**src/rtl/ctl_pkg.sv**
```systemverilog
package ctl_pkg;

    localparam int OPC_W = 6;

    localparam logic [OPC_W-1:0] OPC_RTYPE = 6'h00;
    localparam logic [OPC_W-1:0] OPC_LOAD  = 6'h23;
    localparam logic [OPC_W-1:0] OPC_STORE = 6'h2B;
    localparam logic [OPC_W-1:0] OPC_BEQ   = 6'h04;

    typedef enum logic [1:0] {
        ALU_ADD   = 2'b00,
        ALU_SUB   = 2'b01,
        ALU_FUNCT = 2'b10
    } alu_class_e;

    typedef struct packed {
        logic       reg_dst;
        alu_class_e alu_op;
        logic       alu_src;
    } ex_grp_t;

    typedef struct packed {
        logic branch;
        logic rd;
        logic wr;
    } mem_grp_t;

    typedef struct packed {
        logic reg_write;
        logic mem_to_reg;
    } wb_grp_t;

    // word held by decode/execute register
    typedef struct packed {
        ex_grp_t  ex;
        mem_grp_t mem;
        wb_grp_t  wb;
    } idex_word_t;

    // word held by execute/memory register
    typedef struct packed {
        mem_grp_t mem;
        wb_grp_t  wb;
    } exmem_word_t;

    // word held by memory/write-back register
    typedef struct packed {
        wb_grp_t wb;
    } memwb_word_t;

    function automatic idex_word_t decode_opcode(input logic [OPC_W-1:0] opc);
        idex_word_t w;
        w = '0;
        case (opc)
            OPC_RTYPE: begin
                w.ex.reg_dst    = 1'b1;
                w.ex.alu_op     = ALU_FUNCT;
                w.wb.reg_write  = 1'b1;
            end
            OPC_LOAD: begin
                w.ex.alu_op     = ALU_ADD;
                w.ex.alu_src    = 1'b1;
                w.mem.rd        = 1'b1;
                w.wb.reg_write  = 1'b1;
                w.wb.mem_to_reg = 1'b1;
            end
            OPC_STORE: begin
                w.ex.alu_op     = ALU_ADD;
                w.ex.alu_src    = 1'b1;
                w.mem.wr        = 1'b1;
            end
            OPC_BEQ: begin
                w.ex.alu_op     = ALU_SUB;
                w.mem.branch    = 1'b1;
            end
            default: w = '0;
        endcase
        return w;
    endfunction

endpackage

```
**src/rtl/ctl_decode.sv**
```systemverilog
module ctl_decode
    import ctl_pkg::*;
(
    input  logic [OPC_W-1:0] opcode,
    output idex_word_t       ctl
);

    always_comb begin
        ctl = decode_opcode(opcode);
    end

endmodule

```
**src/rtl/ctl_stage_reg.sv**
```systemverilog
module ctl_stage_reg #(
    parameter int W = 8
) (
    input  logic         clk,
    input  logic         rst,
    input  logic         clr,
    input  logic [W-1:0] d,
    output logic [W-1:0] q
);

    always_ff @(posedge clk) begin
        if (rst || clr) begin
            q <= '0;
        end else begin
            q <= d;
        end
    end

endmodule

```
**src/rtl/ctl_stage_top.sv**
```systemverilog
module ctl_stage_top
    import ctl_pkg::*;
#(
    parameter int INSTR_W = 32
) (
    input  logic               clk,
    input  logic               rst,
    input  logic [INSTR_W-1:0] instr,
    input  logic               flush_ex,
    input  logic               flush_mem,
    input  logic               flush_wb,
    output logic               ex_reg_dst,
    output logic [1:0]         ex_alu_op,
    output logic               ex_alu_src,
    output logic               mem_branch,
    output logic               mem_read,
    output logic               mem_write,
    output logic               wb_reg_write,
    output logic               wb_mem_to_reg
);

    localparam int OPC_LSB = INSTR_W - OPC_W;
    localparam int IDEX_W  = $bits(idex_word_t);
    localparam int EXMEM_W = $bits(exmem_word_t);
    localparam int MEMWB_W = $bits(memwb_word_t);

    logic        unused_low_bits;
    idex_word_t  dec_ctl;
    idex_word_t  idex_q;
    exmem_word_t exmem_d, exmem_q;
    memwb_word_t memwb_d, memwb_q;
    logic [IDEX_W-1:0]  idex_raw;
    logic [EXMEM_W-1:0] exmem_raw;
    logic [MEMWB_W-1:0] memwb_raw;

    assign unused_low_bits = ^instr[OPC_LSB-1:0];

    ctl_decode u_decode (
        .opcode (instr[INSTR_W-1:OPC_LSB]),
        .ctl    (dec_ctl)
    );

    ctl_stage_reg #(.W(IDEX_W)) u_idex (
        .clk (clk),
        .rst (rst),
        .clr (flush_ex),
        .d   (dec_ctl),
        .q   (idex_raw)
    );
    assign idex_q = idex_word_t'(idex_raw);

    assign exmem_d.mem = idex_q.mem;
    assign exmem_d.wb  = idex_q.wb;

    ctl_stage_reg #(.W(EXMEM_W)) u_exmem (
        .clk (clk),
        .rst (rst),
        .clr (flush_mem),
        .d   (exmem_d),
        .q   (exmem_raw)
    );
    assign exmem_q = exmem_word_t'(exmem_raw);

    assign memwb_d.wb = exmem_q.wb;

    ctl_stage_reg #(.W(MEMWB_W)) u_memwb (
        .clk (clk),
        .rst (rst),
        .clr (flush_wb),
        .d   (memwb_d),
        .q   (memwb_raw)
    );
    assign memwb_q = memwb_word_t'(memwb_raw);

    assign ex_reg_dst    = idex_q.ex.reg_dst;
    assign ex_alu_op     = idex_q.ex.alu_op;
    assign ex_alu_src    = idex_q.ex.alu_src;
    assign mem_branch    = exmem_q.mem.branch;
    assign mem_read      = exmem_q.mem.rd;
    assign mem_write     = exmem_q.mem.wr;
    assign wb_reg_write  = memwb_q.wb.reg_write;
    assign wb_mem_to_reg = memwb_q.wb.mem_to_reg;

    // reset clears every stage
    assert_reset_clear_R9: assert property (@(posedge clk)
        rst |=> ({ex_reg_dst, ex_alu_op, ex_alu_src, mem_branch, mem_read,
                  mem_write, wb_reg_write, wb_mem_to_reg} == '0));

    // a memory stage never reads and writes at once
    assert_rw_exclusive_R3: assert property (@(posedge clk) disable iff (rst)
        !(mem_read && mem_write));

    // a flushed decode/execute capture carries nothing forward
    assert_ex_flush_R10: assert property (@(posedge clk) disable iff (rst)
        flush_ex |=> (idex_q == '0));

    // memory group moves one stage when not flushed
    assert_mem_follow_R7: assert property (@(posedge clk) disable iff (rst)
        !flush_mem |=> ({mem_branch, mem_read, mem_write} == $past(idex_q.mem)));

    // write-back group moves one stage when not flushed
    assert_wb_follow_R8: assert property (@(posedge clk) disable iff (rst)
        !flush_wb |=> ({wb_reg_write, wb_mem_to_reg} == $past(exmem_q.wb)));

    // a flushed write-back register issues no register write
    assert_wb_flush_R12: assert property (@(posedge clk) disable iff (rst)
        flush_wb |=> !wb_reg_write);

endmodule

```
**config.mk**
```make
export PLATFORM = sky130hd
export DESIGN_NAME = ctl_stage_top
export DESIGN_NICKNAME = d
export VERILOG_FILES = /design/src/rtl/ctl_pkg.sv /design/src/rtl/ctl_decode.sv /design/src/rtl/ctl_stage_reg.sv /design/src/rtl/ctl_stage_top.sv
export SDC_FILE = /design/constraint.sdc
export NUM_CORES = 1
export LEC_CHECK = 0
export BUFFER_PORTS_ARGS = -buffer_cell sky130_fd_sc_hd__buf_2
export CAP_MARGIN = 15
export CORE_AREA = 4 4 42 44
export CTS_CLUSTER_SIZE = 16
export DETAILED_ROUTE_END_ITERATION = 6
export DIE_AREA = 0 0 46 48
export MAX_ROUTING_LAYER = met4
export PLACE_DENSITY = 0.73
export SLEW_MARGIN = 10
export SYNTH_ARGS = -nofsm -noshare
export SYNTH_HDL_FRONTEND = slang
export SYNTH_SLANG_ARGS = --single-unit
```
**constraint.sdc**
```tcl
create_clock -name clk -period 0.9 [get_ports clk]
set_input_delay 0.135 -clock clk [delete_from_list [all_inputs] [get_ports clk]]
set_output_delay 0.135 -clock clk [all_outputs]
set_load 0.005 [all_outputs]
```
# After elaboration in Yosys (flattened, before gate mapping)
# Cells that the tools add are included.
dict set report op_classes {
  eq_ne 3
  muxes 7
  n_reduce_logical 6
}
# cell count
set ops {}
lappend ops {{$eq A6 B6 Y1 const B} 2}
lappend ops {{$eq A6 B3 Y1 const B} 1}
lappend ops {{$logic_not A6 Y1} 1}
lappend ops {{$mux W1} 6}
lappend ops {{$pmux W2 S2} 1}
lappend ops {{$reduce_or A2 Y1} 2}
lappend ops {{$logic_or A1 B1 Y1} 3}
dict set report totals {
  reg_bits 16
  in_bits 37
  out_inout_bits 9
  word_cells 19
}

# Longest topological paths before layout
# Gate-level depths: netlist of the first run.
dict set report depth {
  word_depth 3
  mapped_depth 2
  depth_no_buf 2
}

# Hierarchy
# A second synthesis of the first run with hierarchy kept.
dict set report unflattened {
  hier_cells 47
  area_unflattened_um2 608.1
}
# module n_inst cells_per_inst area_each_um2 seq_area_each_um2
set by_module_without_submodules {}
lappend by_module_without_submodules {{ctl_stage_reg at u_idex} 1 20 315.3 180.2}
lappend by_module_without_submodules {{ctl_stage_reg at u_exmem} 1 10 137.6 100.1}
lappend by_module_without_submodules {ctl_decode 1 13 100.1 0.0}
lappend by_module_without_submodules {{ctl_stage_reg at u_memwb} 1 4 55.1 40.0}

# Worst setup path after synthesis of the first run
# Ideal clock, no wire load.
dict set report synth_timing {
  kind {in2reg}
  startpoint {input port instr[27]}
  endpoint {register u_idex.q[1]}
  setup_ns 0.067
  arrival_ns 0.786
  required_ns 0.833
  setup_slack_ns 0.047
  path_stages 2
  path_buffers 0
  path_cell_list {or4_4 > a21oi_2}
}
dict set report synth_between {
  elab_chain_len 3
  word_cells_on_any_way 4
  cone_classes {1 x eq/ne; 1 x mux; 2 x reduce/logical}
}
# element line_no
set synth_lines {}
lappend synth_lines {{start, declared} ctl_stage_top.sv:8} ;# input logic [INSTR_W-1:0] instr,
lappend synth_lines {{$eq A6 B6 Y1 or $logic_not A6 Y1 (tied branches)} ctl_pkg.sv:54} ;# case (opc)
lappend synth_lines {{$reduce_or A2 Y1 (no line) *} --}
lappend synth_lines {{$mux W1 *} ctl_pkg.sv:54}
lappend synth_lines {{end signal, assigned} ctl_stage_reg.sv:13} ;# q <= '0;
lappend synth_lines {{end signal, assigned} ctl_stage_reg.sv:15} ;# q <= d;
lappend synth_lines {{end, declared} ctl_stage_reg.sv:8} ;# output logic [W-1:0] q
# Every way passes the cells marked *; elsewhere a longest branch is shown, timed or not.
# A chain may end at the register's enable or synchronous reset.

# Worst setup path after layout of the first run
dict set report layout_timing {
  startpoint {register u_idex.q[6]}
  endpoint {output port ex_alu_op[0]}
}
# element line_no
set layout_rtl {}
lappend layout_rtl {{end, declared} ctl_stage_top.sv:13} ;# output logic [1:0] ex_alu_op,
# No word-level cell between the ends.

==> results of run 1 <==
[logic make-up (layout without fill, tap and decap cells)]
family / count (synthesis) / count (layout) / share of synthesized area, %
AOI/OAI and AO/OA: 1 / 1 / 2.168
buffers and inverters: 2 / 25 / 3.714
DFF: 13 / 13 / 64.40
and+or+nand+nor: 18 / 18 / 29.72
[stage by stage]
| step | setup WS (ns) | cells | hold slack, ns | TNS, ns | area, um2 |
|---|---|---|---|---|---|
| after CTS | 0.04731 | 73 | 0.03210 | 0 | 545.5 |
| final | 0.06769 | 73 | 0.04200 | 0 | 545.5 |
| after detailed placement | -0.1119 | 69 | 0.3229 | -0.4857 | 519.2 |
| after global routing | 0.01275 | 73 | 0.04562 | 0 | 545.5 |
| after global placement | -0.07720 | 69 | 0.3173 | -0.3947 | 519.2 |
| after floorplan | 0.04739 | 34 | 0.2101 | 0 | 404.1 |
[cell type report]
type / count / area share [%]
sequential: 13 / 47.71
multi-input combinational: 19 / 23.62
clock buffer: 4 / 4.817
tap: 16 / 3.670
timing repair buffer: 21 / 20.18
[power groups by stage]
stage	clock network, mW	registers (mW)	logic [mW]
2_1_floorplan	0	0.590	0.0143
3_3_place_gp	0	0.590	0.0531
3_5_place_dp	0	0.590	0.0554
4_1_cts	0.357	0.576	0.0553
5_1_grt	0.374	0.577	0.0622
6_report	0.337	0.576	0.0549
[path summary, 6_finish.rpt]
check	to	slack, ns
worst min register to register	u_exmem.q[2]$_SDFF_PP0_	0.43
worst max register to register	u_memwb.q[0]$_SDFF_PP0_	0.34
worst min-delay path	u_memwb.q[0]$_SDFF_PP0_	0.04
worst max-delay path	ex_alu_op[0]	0.07
[flip-flops by register name, indices dropped and copies added (netlist names)]
signal	count
u_idex.q	7
u_exmem.q	4
u_memwb.q	2
[placed cells by master (no fill, tap or decap), types with 2 or more instances in the layout]
cell type	count
sky130_fd_sc_hd__buf_4	2
sky130_fd_sc_hd__and2_1	4
sky130_fd_sc_hd__or4_4	2
sky130_fd_sc_hd__dfxtp_1	13
sky130_fd_sc_hd__clkbuf_4	3
sky130_fd_sc_hd__buf_2	19
sky130_fd_sc_hd__nor3b_1	2
sky130_fd_sc_hd__nor2_1	5
[metal layers]
metal	GRT usage (%)	up-vias
li1	-	162
met1	7.191	145
met2	12.09	17
met3	3.759	0
met4	5.114	0
met5	-	-
==> results.txt, run 1 <==
* Outcome: finished, final reports clean
- Routability-driven placement finished with a final weighted congestion of 0.7316.
- Summing internal, switching and leakage power gives 968.4 uW.
- Post-CTS Setup Bufs: 0
* RSZ-0062 raised after global routing: no
- Core Util, Final: 37.98%
- The routed design could run at a clock period as short as 0.8323 ns.
- Antenna diode count: 0
- Dividing the synthesized area by the synthesized cell count gives 11.89 um2.
- The die is 48 um tall.
- By area the synthesized netlist is led by sky130_fd_sc_hd__dfxtp_1 64%, sky130_fd_sc_hd__and2_1 6.2%, sky130_fd_sc_hd__or4_4 5.6%, sky130_fd_sc_hd__nor2_1 4.6%, sky130_fd_sc_hd__buf_4 3.7%.
* Uppermost signal routing layer after detailed routing: met3
- In this run the number of cells on the critical path is 1.
- Cell with the most instances after synthesis: sky130_fd_sc_hd__dfxtp_1
- For this design the total switching power over the nets is 191.2 uW.
- Part of the power in registers: 59.5%
- Clock root cell: sky130_fd_sc_hd__clkbuf_4
- Average routed wire per standard cell: 10.19 um
* Final global-route overflow total: 0
- The clock passes through at most 2 buffers.
* Met2 wirelength from detailed routing: 349 um
- At the end of the flow, the number of nets in the layout was 95.
- The number of global-route vias before repair is 288.
- Share of post-route cells with drive strength above 1: 49.12%
* Number of antenna-violating nets in the routed design: 0
- Number of clock sinks: 13
- Die W: 46 um
- Flops & latches, synth: 13
* Top cell type's share of synthesized area: 64.40%
- Crit Path Class: reg2out
- Crit path buf inv count: 1
- For this design the static power due to leakage is 0.2488 nW.
* Gate count of the mapped netlist: 34
- Total length of routed wires: 744 um
* Sw frac: 19.74%
- In this run the count of I/O pins placed on the die edge is 46.
- Counting flops with an async set or reset pin after synthesis yields a share of 0%.
- Entering global routing, the biggest net connects 8 pins.
- Using the TritonRoute via totals, the vias-per-cell ratio works out to 4.438.
- For this run, the top clock speed supported by timing is 1201 MHz.
- For the pin with the worst max-slew slack, the measured transition is 0.2104 ns.
- Count of standard-cell rows: 14
* Kind of end point of the critical path: output port
- Hold-critical path depth: 2
* Resized cells post-CTS: 0
- The critical path starts at u_idex.q[6]$_SDFF_PP0_.
- On the critical path, the stage with the largest delay is an instance of sky130_fd_sc_hd__dfxtp_1.
* Relative max-transition margin: 85.85%
- The synthesized design contains 0 enable-type register cells.
- The layout has 159 filler cells.
- The startpoint identified for the worst register-to-register timing path is u_exmem.q[3]$_SDFF_PP0_.
- Growth of design area from synthesis to finish: 34.98%
- For this run, the total global-route usage over all layers was measured as 7.594%.
- Max-cap violations in this run came to 0.
- Grouping stages by cell kind, the critical path spends the most delay in flip-flops.
* First DRT Iteration DRCs: 1
- After clock tree synthesis, the clock-pin slew on the worst setup and hold paths is 0.07 ns.
* Wire length the detailed router placed on met1: 281 um
- Summing over every cut layer, the via total after detailed routing is 324.
- Synth warn: 0
- Min-delay worst type: in2reg
- Net Count, Synth: 71
- Number of H-tree levels: 1
- Prevailing post-synth register cell: sky130_fd_sc_hd__dfxtp_1
- The initial utilization of the core area, before any placement, comes to 28.14%.
* Top cells by instance count after synthesis: 13 x sky130_fd_sc_hd__dfxtp_1, 5 x sky130_fd_sc_hd__nor2_1, 4 x sky130_fd_sc_hd__and2_1
- TritonCTS created 3 clock buffers.
- In the finished design, the share of the clock period the worst path needs comes to 92.48%.
* Area of the mapped netlist: 404.1 um2
- The first global-routing pass estimated 1076 um of wire.
- The worst-case IR drop observed on VDD is 0.4928 mV.
- The floorplan step defined a die boundary enclosing 2208 um2.
* Initial DRT Pass Iterations: 2
* # setup viols final: 0
- Worst-path maximum fanout: 2
* TritonCTS clock tree: done
- After detailed routing, the number of remaining DRC violations is 0.
- Summing the sequential cell areas from Yosys gives 64.40% of the chip area.
- Total half-perimeter wirelength after legalization and detailed placement: 642.6 um
- Of the total power, the clock network draws 34.8%.
* Internal Power: 777.2 uW
- The number of antenna violations at the first check in global routing was 0.
- Source-to-sink clock delay at the later pin of the worst-skew pair: 0.26 ns
* Count of buffers from port buffering: 19
- Startpoint type of the worst setup path: register
* Final hold violations: 0
* Cell taking the most area after synthesis: sky130_fd_sc_hd__dfxtp_1
- Placeable core region: 1436 um2
* Data arrival time of the critical path: 0.70 ns
- For this design, the CTS-stage hold fixing added 0 buffers.
- Worst clock skew on the final layout: 0.001658 ns
- The max-slew violation count is 0.
- Number of different library cells in the post-synthesis netlist: 12
* Largest stage delay on the critical path: 0.33 ns
- The worst hold path begins at flush_wb.
* Power per unit of standard cell area: 1775 nW/um2
- At the worst endpoint, the required time is 0.76 ns.
* Multi-input logic area: 128.9 um2
- Combinational logic is responsible for 5.7% of the overall power.
- Summing all flip-flop and latch instances after layout gives 260.3 um2.
- The routed design uses 112 um of met3 wire.
- Critical path cell sequence: buf_2
- Number of cells traversed by the worst register-to-register path: 1
Note: power is estimated with default switching activity, not from simulation.
==> run 2, diff against run 1 <==
PLACE_DENSITY = 0.69   (was 0.73)
SETUP_SLACK_MARGIN = 0.3   (was not set)
==> results.txt, run 2 (same netlist as run 1, synthesis figures left out) <==
* Worst clock skew on the final layout: 0.0003056 ns
* Core Util, Final: 41.20%
- Wires add up to 701 um.
- Startpoint type of the worst setup path: register
* Worst-path maximum fanout: 2
- Relative max-transition margin: 84.59%
* Total count of max-transition violations in the final report: 0
- Clock root cell: sky130_fd_sc_hd__clkbuf_4
- Vert. Die Dim: 48 um
- Once the floorplan was initialized, standard cells occupied 28.14% of the core.
- Counting the buffers created by CTS gives 3.
- Final global-route overflow total: 0
* Max Clock Freq: 1193 MHz
- The number of antenna violations at the first check in global routing came to 0.
- Cell family with most CP delay: flip-flops
* Growth of design area from synthesis to finish: 46.44%
- Top-level port count: 46
* Data arrival time of the critical path: 0.70 ns
* Max IR drop VDD: 0.5022 mV
* Leading cell type in the layout, fill and taps excluded: sky130_fd_sc_hd__buf_2
- Post-CTS timing repair inserted 0 buffers for setup.
- TritonCTS built the clock tree.
- # setup viols final: 0
- Number of clock sinks: 13
* Total Die Area: 2208 um2
- Number of vias after detailed routing: 319
* Final hold violations: 0
* Clock-pin slew of the registers on the worst-case setup and hold paths: 0.07 ns
- For this run, global-route usage on met2 was measured as 11.54%.
- The slowest stage of the critical path belongs to the cell sky130_fd_sc_hd__dfxtp_2.
* Die W: 46 um
* Wire length of the first global-routing pass: 1083 um
* Pwr Total: 995.8 uW
* Crit path buf inv count: 1
- Critical path cell sequence: buf_2
- The smallest clock period supported by the final layout is computed as 0.8383 ns.
* Min-delay worst type: in2reg
- In this run the power density over the cells is 1683 nW/um2.
- For the worst-skew pair, the clock arrives at the later sink with an insertion delay of 0.27 ns.
* GR Layer Usage met1: 7.883%
* Initial DRT Pass Iterations: 1
- After routing the design area is 591.8 um2.
- In this run the remaining antenna-violating nets after routing total 0.
- Clock Path Buffers: 2
* Placeable core region: 1436 um2
* Flip-flop count of the largest register after layout: 7
- Most frequent cells in the layout: 15 x sky130_fd_sc_hd__buf_2, 11 x sky130_fd_sc_hd__dfxtp_1, 4 x sky130_fd_sc_hd__nor2_1, 4 x sky130_fd_sc_hd__and2_1, 4 x sky130_fd_sc_hd__buf_6
* Average vias per placed instance: 4.370
- In this run the tool buffered the top-level ports with 19 buffer cells.
- The net count of the finished layout is 95.
- The run finished with clean final reports.
- Largest registers: u_idex.q: 7 flops, u_exmem.q: 4 flops, u_memwb.q: 2 flops
- Of the available clock period, the critical path in the final layout requires 93.14%.
- CTS built an H-tree with a depth of 1.
- The initialized floorplan defines 14 standard-cell rows.
- Total global routing track utilization: 7.600%
- Average routed wire per standard cell: 9.603 um
* Share of post-route cells with drive strength above 1: 59.65%
* Largest stage delay on the critical path: 0.32 ns
* Number of remaining DRC errors: 0
- RSZ-0062 raised after global routing: yes
- Area after DPL: 521.8 um2
- Pin count of the biggest net entering global routing: 8
- The number of global-route vias before repair came to 288.
- Across all hold checks on the routed design, the worst slack comes to 0.04216 ns.
- Register with the most flip-flops: u_idex.q
* Total half-perimeter wirelength after legalization and detailed placement: 565.4 um
- Summed over all cells, the static leakage comes to 0.2624 nW.
- For met3 alone, demand over resource in global routing was 2.256%.
- First DRT Iteration DRCs: 0
* Crit Path Class: reg2out
- For the pin with the worst max-slew slack, the measured transition is 0.2299 ns.
* GRT busiest layer: met2
- Antenna diode count: 0
- For the worst setup path, the data required time is 0.76 ns.
- Kind of end point of the critical path: output port
- Max Cap Violations: 0
- Weighted congestion reported at the end of routability-driven placement: 0.7074
[run 2: path summary, 6_finish.rpt]
| path | slack (ns) | endpoint | cells past startpoint | start |
|---|---|---|---|---|
| worst max register to register | 0.35 | u_memwb.q[0]$_SDFF_PP0_ | 1 | u_exmem.q[3]$_SDFF_PP0_ |
| worst min-delay path | 0.04 | u_memwb.q[1]$_SDFF_PP0_ | 2 | flush_wb |
| worst min register to register | 0.43 | u_exmem.q[2]$_SDFF_PP0_ | 1 | u_idex.q[2]$_SDFF_PP0_ |
| worst max-delay path | 0.06 | ex_alu_op[0] | 1 | u_idex.q[6]$_SDFF_PP0_ |
[run 2: report_power, final]
group          internal, mW  total (mW)  switching, mW  leakage, nW
Clock                 0.172       0.349          0.178       0.0150
Combinational        0.0429      0.0704         0.0275        0.142
Sequential            0.576       0.576       0.000286        0.106
[run 2: area by class of cell]
class / count / area, um2
multi-input combinational: 19 / 147.6
sequential: 13 / 262.8
fill: 151 / 844.6
tap: 16 / 20.02
clock buffer: 4 / 26.28
timing repair buffer: 21 / 135.1
[run 2: per-layer routing]
layer | vias up | routed length, um | share of wire [%]
li1 | 160 | - | -
met1 | 138 | 290 | 41
met2 | 19 | 295 | 42
met3 | 2 | 100 | 14
met4 | 0 | 14 | 2.0
met5 | - | 0 | 0
[run 2: what timing repair did]
item                       4_1_cts  5_1_grt
cloned                           0        0
gates resized for setup          6        4
setup endpoints to repair       15       16
pin swaps                        5        2
hold buffers                     0        0
[run 2: through the flow]
stage / TNS [ns] / instances / setup slack, ns
after floorplan: 0 / 34 / 0.04772
after global placement: -0.3774 / 69 / -0.07838
after detailed placement: -0.4218 / 69 / -0.08518
after CTS: 0 / 73 / 0.04985
after global routing: 0 / 73 / 0.03884
final: 0 / 73 / 0.06173
